$ cat src/rtl/xmem_pkg.sv
package xmem_pkg;
  typedef enum logic [1:0] {
    PH_IDLE = 2'd0,
    PH_ADDR = 2'd1,
    PH_DATA = 2'd2,
    PH_REL  = 2'd3
  } bus_ph_e;

  typedef struct packed {
    logic        ptr;
    logic        we;
    logic [15:0] addr;
    logic [7:0]  wdata;
  } xreq_t;
endpackage

$ cat src/rtl/xmem_route.sv
module xmem_route #(
  parameter int AW = 16,
  parameter int IW = 8
) (
  input  logic          mode_i,
  input  logic          ptr_i,
  input  logic [AW-1:0] addr_i,
  output logic          int_sel_o
);
  localparam int HW = AW - IW;
  logic hi_zero;
  assign hi_zero   = (addr_i[AW-1:IW] == HW'(0));
  // mode 1 forces external; mode 0 keeps indirect and low pointer on chip
  assign int_sel_o = !mode_i && (!ptr_i || hi_zero);
endmodule

$ cat src/rtl/xmem_ram.sv
module xmem_ram #(
  parameter int IW = 8,
  parameter int DW = 8
) (
  input  logic          clk_i,
  input  logic          rst_ni,
  input  logic          we_i,
  input  logic [IW-1:0] idx_i,
  input  logic [DW-1:0] wdata_i,
  output logic [DW-1:0] rdata_o
);
  localparam int DEPTH = 1 << IW;
  logic [DW-1:0] mem_q [DEPTH];

  always_ff @(posedge clk_i or negedge rst_ni) begin
    if (!rst_ni) begin
      for (int i = 0; i < DEPTH; i++) mem_q[i] <= '0;
    end else if (we_i) begin
      mem_q[idx_i] <= wdata_i;
    end
  end

  assign rdata_o = mem_q[idx_i];
endmodule

$ cat src/rtl/xmem_bus.sv
module xmem_bus
  import xmem_pkg::*;
#(
  parameter int ADDR_CYC   = 1,
  parameter int STROBE_CYC = 2
) (
  input  logic        clk_i,
  input  logic        rst_ni,
  input  logic        start_i,
  input  xreq_t       req_i,
  output logic        idle_o,
  output logic        smp_o,
  output logic        done_o,
  output logic [7:0]  lo_o,
  output logic        lo_oe_o,
  output logic [7:0]  hi_o,
  output logic        hi_oe_o,
  output logic        ale_o,
  output logic        rd_no_o,
  output logic        wr_no_o
);
  localparam int CMAX = (ADDR_CYC > STROBE_CYC) ? ADDR_CYC : STROBE_CYC;
  localparam int CW   = $clog2(CMAX + 1);
  localparam logic [CW-1:0] A_LAST = CW'(ADDR_CYC - 1);
  localparam logic [CW-1:0] S_LAST = CW'(STROBE_CYC - 1);

  bus_ph_e       ph_q;
  logic [CW-1:0] cnt_q;
  xreq_t         req_q;
  logic          in_addr, in_data, data_last;

  assign in_addr   = (ph_q == PH_ADDR);
  assign in_data   = (ph_q == PH_DATA);
  assign data_last = in_data && (cnt_q == S_LAST);

  always_ff @(posedge clk_i or negedge rst_ni) begin
    if (!rst_ni) begin
      ph_q  <= PH_IDLE;
      cnt_q <= '0;
      req_q <= '0;
    end else begin
      unique case (ph_q)
        PH_IDLE: if (start_i) begin
          ph_q  <= PH_ADDR;
          cnt_q <= '0;
          req_q <= req_i;
        end
        PH_ADDR: begin
          if (cnt_q == A_LAST) begin
            ph_q  <= PH_DATA;
            cnt_q <= '0;
          end else begin
            cnt_q <= cnt_q + 1'b1;
          end
        end
        PH_DATA: begin
          if (cnt_q == S_LAST) begin
            ph_q  <= PH_REL;
            cnt_q <= '0;
          end else begin
            cnt_q <= cnt_q + 1'b1;
          end
        end
        PH_REL:  ph_q <= PH_IDLE;
        default: ph_q <= PH_IDLE;
      endcase
    end
  end

  assign idle_o  = (ph_q == PH_IDLE);
  assign done_o  = (ph_q == PH_REL);
  assign smp_o   = data_last && !req_q.we;
  assign ale_o   = in_addr;
  assign lo_oe_o = in_addr || (in_data && req_q.we);
  assign lo_o    = in_addr ? req_q.addr[7:0] : (lo_oe_o ? req_q.wdata : 8'h00);
  // high port stays free on indirect cycles for external paging
  assign hi_oe_o = req_q.ptr && (in_addr || in_data);
  assign hi_o    = hi_oe_o ? req_q.addr[15:8] : 8'h00;
  assign rd_no_o = !(in_data && !req_q.we);
  assign wr_no_o = !(in_data && req_q.we);
endmodule

$ cat src/rtl/xmem_router.sv
module xmem_router
  import xmem_pkg::*;
#(
  parameter int ADDR_CYC   = 1,
  parameter int STROBE_CYC = 2
) (
  input  logic        clk_i,
  input  logic        rst_ni,
  input  logic        req_i,
  input  logic        ptr_i,
  input  logic [15:0] addr_i,
  input  logic        we_i,
  input  logic [7:0]  wdata_i,
  input  logic        mode_i,
  output logic [7:0]  rdata_o,
  output logic        done_o,
  output logic [7:0]  lo_o,
  output logic        lo_oe_o,
  input  logic [7:0]  lo_i,
  output logic [7:0]  hi_o,
  output logic        hi_oe_o,
  output logic        ale_o,
  output logic        rd_no_o,
  output logic        wr_no_o
);
  localparam int AW = 16;
  localparam int IW = 8;
  localparam int DW = 8;

  logic          int_sel, bus_idle, bus_smp, bus_done;
  logic          accept, int_go, ext_go;
  logic [DW-1:0] ram_rdata, rdata_q;
  logic          int_done_q;
  xreq_t         req;

  assign req    = '{ptr: ptr_i, we: we_i, addr: addr_i, wdata: wdata_i};
  assign accept = req_i && bus_idle;
  assign int_go = accept && int_sel;
  assign ext_go = accept && !int_sel;

  xmem_route #(.AW(AW), .IW(IW)) i_route (
    .mode_i    (mode_i),
    .ptr_i     (ptr_i),
    .addr_i    (addr_i),
    .int_sel_o (int_sel)
  );

  xmem_ram #(.IW(IW), .DW(DW)) i_ram (
    .clk_i   (clk_i),
    .rst_ni  (rst_ni),
    .we_i    (int_go && we_i),
    .idx_i   (addr_i[IW-1:0]),
    .wdata_i (wdata_i),
    .rdata_o (ram_rdata)
  );

  xmem_bus #(.ADDR_CYC(ADDR_CYC), .STROBE_CYC(STROBE_CYC)) i_bus (
    .clk_i   (clk_i),
    .rst_ni  (rst_ni),
    .start_i (ext_go),
    .req_i   (req),
    .idle_o  (bus_idle),
    .smp_o   (bus_smp),
    .done_o  (bus_done),
    .lo_o    (lo_o),
    .lo_oe_o (lo_oe_o),
    .hi_o    (hi_o),
    .hi_oe_o (hi_oe_o),
    .ale_o   (ale_o),
    .rd_no_o (rd_no_o),
    .wr_no_o (wr_no_o)
  );

  always_ff @(posedge clk_i or negedge rst_ni) begin
    if (!rst_ni) begin
      rdata_q    <= '0;
      int_done_q <= 1'b0;
    end else begin
      int_done_q <= int_go;
      if (int_go && !we_i) rdata_q <= ram_rdata;
      else if (bus_smp)    rdata_q <= lo_i;
    end
  end

  assign rdata_o = rdata_q;
  assign done_o  = int_done_q || bus_done;
endmodule

$ cat config.mk
export PLATFORM = sky130hd
export DESIGN_NAME = xmem_router
export DESIGN_NICKNAME = d
export VERILOG_FILES = /design/src/rtl/xmem_pkg.sv /design/src/rtl/xmem_route.sv /design/src/rtl/xmem_ram.sv /design/src/rtl/xmem_bus.sv /design/src/rtl/xmem_router.sv
export SDC_FILE = /design/constraint.sdc
export NUM_CORES = 2
export LEC_CHECK = 0
export BUFFER_PORTS_ARGS = -buffer_cell sky130_fd_sc_hd__buf_2
export CAP_MARGIN = 20
export CORE_ASPECT_RATIO = 1.25
export CORE_MARGIN = 2
export CORE_UTILIZATION = 25
export CTS_BUF_LIST = sky130_fd_sc_hd__clkbuf_8
export CTS_CLUSTER_DIAMETER = 200
export DETAILED_ROUTE_END_ITERATION = 16
export PLACE_DENSITY = 0.42
export SLEW_MARGIN = 25
export SYNTH_ARGS = -nofsm -noshare
export SYNTH_HDL_FRONTEND = slang
export SYNTH_SLANG_ARGS = --single-unit
$ cat constraint.sdc
create_clock -name clk_i -period 3.8 [get_ports clk_i]
set_input_delay 0.76 -clock clk_i [delete_from_list [all_inputs] [get_ports clk_i]]
set_output_delay 0.76 -clock clk_i [all_outputs]
set_load 0.01 [all_outputs]
==> results_dict.tcl <==
set metrics [dict create \
    synth-edff-count 0 \
    skew_ns 0.0704 \
    yosys_synthesis_warning_count 0 \
    largest_net_degree_at_the_start_of_global_routing 155 \
    detail_route.wirelength_um 330000 \
    p_leak_nw 55.4 \
    grt_overflow 0 \
    ant_nets_after_route 0 \
    crit-reg2reg-capture "rdata_o[2]" \
    finish.cell_count_without_fillers 12200 \
    timing.rr.start "i_bus.ph_q[0]" \
    number_of_failing_hold_endpoints_at_the_final_stage 0 \
    antenna_found_initial 17 \
    min_period_over_period_pct 91.1 \
    timing.slew.headroom_pct 34.6 \
    critPathBufInv 2 \
    synthesis.area_sq_mm 0.0954 \
    slowest_stage "dfrtp_1" \
    synth_compound_area_share_pct 2.05 \
    synth_simple_gate_area_share_pct 3.28 \
    routed-via-count 57800 \
    timing.critical_path.max_delay_family "simple AND/OR/NAND/NOR gates" \
    cts_tree "built" \
    cts.clk_slew.worst_paths_ns 0.06 \
    setup_ws_ns 0.339 \
    synth_seq_area_share_pct 54.7 \
    grt_setup_unrepaired "false" \
    crit_arrival_ns 2.70 \
    route.detailed.wl_per_inst_um 27.1 \
    finish.net_count 6969 \
    drc 0 \
    fin_worst_hold_slack_ns 0.153 \
    area_delta_synth_final_pct 22.2 \
    count_of_tritonroute_iterations_in_the_first_routing_pass 5 \
    slowest_delay_ns 0.40 \
    worst_setup_startpoint "i_bus.ph_q[0]" \
    critPathKind "flip-flop to output pin" \
    peakVddDrop_mv 0.254 \
    synth-xor-area-share_pct 0 \
    timing.fmax_mhz 289 \
    post_cts_buffers 0 \
    ys_ff_latch 2087 \
    clock_path_buffers 4 \
    critical_path.max_fanout 9 \
    critical_path.cell_chain "inv_1, ha_1, and2_1, nand2_1, o21ai_0, buf_2" \
    endpoint "lo_o[6]" \
    cts-root-buf "clkbuf_8" \
    setup-tns-final_ns 0 \
    postSynth.topFlopCell "dfrtp_1" \
    critical_path_cell_count 6 \
    place.gp.congestion 0.815 \
    via_per_inst 4.75 \
    outcome "completed" \
    track_usage_pct 17.0 \
    power_density_mw_per_mm2 407 \
    place_inst 11500 \
    worst-slew-pin-transition_ns 0.979 \
    placement.setup.worst_slack_ns -0.564 \
    clk-insertion-delay-late_ns 1.05 \
    worst_r2r_path_depth 10 \
    drive_gt1_share_pct 56.7 \
    post_synth_mux_area_share_pct 37.8 \
    cts_made_buffers 368 \
    fp.dieW_um 557 \
    startpoint_type "flip-flop" \
    io_buffers 67 \
    synth_top_family_by_area "multiplexers" \
    finalWorstPathRequiredPeriod_ns 3.46 \
    worst-endpoint-required_ns 3.04 \
    avgSynthCellArea_sq_um 15.5 \
    syn_nets 6197 \
    floorplan.die_area_sq_mm 0.387 \
    async_reset_ff_share_pct 100 \
    synth.distinct_cells 63 \
    die_h_um 695 \
    initialDrtViolationCount 3345 \
    hpwl_um 228000 \
    initial_utilization_pct 25.1 \
    r2r_slack_ns 0.48 \
    grt_pass1_vias 63200 \
    synth-adder-area-share_pct 0.0918 \
    ctsHtreeMaxLevel 5 \
    final-setup-viol-count 0 \
    core_rows 253 \
    total_power_w 0.0475 \
    final-max-slew-violation-count 0 \
    critPathCaptureType "output pin" \
    io-pin-count 68 \
    clock_sinks 2087 \
    hold_path_class "primary input to flip-flop" \
    post_synth_inst_count 6152 \
    core_area_sq_mm 0.380 \
    first_pass_grt_wire_length_um 480000 \
    count_of_maximum_capacitance_violations 0 \
]
==> registers in the layout, summed over array words and instances, names as in the netlist <==
signal       flops
i_bus.cnt_q      2
i_bus.ph_q       2
i_bus.req_q     26
i_ram.mem_q   2048
int_done_q       1
rdata_o          8
==> cells by family (layout without fill, tap and decap cells) <==
logic type | after synthesis | after routing
compound gates | 283 | 283
fa+ha+maj | 7 | 7
buf+inv | 460 | 1482
flops | 2087 | 2087
mux | 2707 | 2707
other cells | 0 | 9
simple gates | 608 | 608
==> cell usage after synthesis (30+ instances only) <==
master / number / area [sq um]
o22ai_1: 65 / 407
nor2_4: 50 / 563
a22oi_1: 30 / 225
nor2_1: 56 / 210
a21oi_1: 39 / 195
mux2i_1: 111 / 1110
clkbuf_1: 300 / 1130
buf_1: 30 / 113
nand2_1: 309 / 1160
o21ai_0: 40 / 200
buf_4: 43 / 323
buf_2: 72 / 360
nor2_2: 52 / 325
mux2_2: 2077 / 23400
mux4_2: 505 / 11400
dfrtp_1: 2087 / 52200
==> per-stage QoR <==
step | utilization [%] | area (sq um)
final | 30.7 | 117000
after CTS | 30.7 | 117000
after global placement | 28.8 | 109000
after detailed placement | 28.8 | 109000
after global routing | 30.7 | 117000
after floorplan | - | 95400
==> worst min-delay path, stage by stage <==
cell and delay (ns):
buf_2 0.17, mux2i_1 0.15, a32oi_1 0.07
==> worst min path at each step <==
| stage | from | to | slack [ns] | depth (start not counted) |
|---|---|---|---|---|
| detailed placement | i_bus.req_q[8] | i_bus.req_q[8] | 0.47 | 2 |
| floorplan | i_bus.req_q[10] | i_bus.req_q[10] | 0.45 | 2 |
| CTS | lo_i[1] | rdata_o[1] | 0.04 | 3 |
| global placement | i_bus.req_q[9] | i_bus.req_q[9] | 0.47 | 2 |
| global route | lo_i[7] | rdata_o[7] | 0.12 | 3 |
| finish | lo_i[1] | rdata_o[1] | 0.15 | 3 |
==> cell usage in the layout, fill, tap and decap left out, types with 7 or more instances in the layout <==
| master | n |
|---|---|
| a22oi_1 | 30 |
| buf_12 | 259 |
| clkinv_2 | 20 |
| dfrtp_1 | 2087 |
| nand3_1 | 27 |
| diode_2 | 9 |
| and2_1 | 7 |
| nor2_1 | 49 |
| nand2_2 | 22 |
| a32oi_1 | 16 |
| buf_2 | 54 |
| clkbuf_8 | 453 |
| o21ai_0 | 40 |
| buf_4 | 510 |
| a211oi_1 | 17 |
| nor2_2 | 55 |
| mux2_2 | 2077 |
| a221oi_1 | 12 |
| mux2i_1 | 110 |
| dlygate4sd3_1 | 14 |
| a32o_1 | 11 |
| mux4_2 | 505 |
| a21oi_1 | 39 |
| ha_1 | 7 |
| inv_1 | 135 |
| nand2_1 | 309 |
| nor2_4 | 54 |
| buf_8 | 11 |
| o22ai_1 | 65 |
| nor4_1 | 12 |
| mux2_1 | 14 |
| nor2b_1 | 15 |
| nor3_1 | 9 |
| and3_1 | 16 |
==> layout make-up <==
type | instances | area [sq um]
clock inverters | 167 | 905
multi-input cells | 3605 | 41300
inverters | 14 | 58.8
fillers | 37800 | 263000
flip-flops and latches | 2087 | 52200
diodes | 9 | 22.5
well taps | 4972 | 6220
clock buffers | 453 | 6230
repair buffers | 848 | 9590
==> per-layer routing <==
metal | share of wire [%] | vias up | global-route usage (%)
li1 | - | 24600 | -
met1 | 42 | 31600 | 21.6
met2 | 51 | 1109 | 29.7
met3 | 4.1 | 449 | 2.59
met4 | 3.1 | 10 | 5.11
met5 | 0.020 | - | 0
==> power by group <==
group / internal (W) / total, W / switching [W]
sequential: 0.0226 / 0.0229 / 0.000299
clock: 0.0110 / 0.0208 / 0.00983
combinational: 0.00130 / 0.00383 / 0.00253
==> what timing repair did <==
| item | CTS | global route |
|---|---|---|
| endpoints found under the hold margin | 159 | 0 |
| gates resized for setup | 0 | 0 |
| hold buffers | 14 | 0 |
Note: power is estimated with default switching activity, not from simulation.
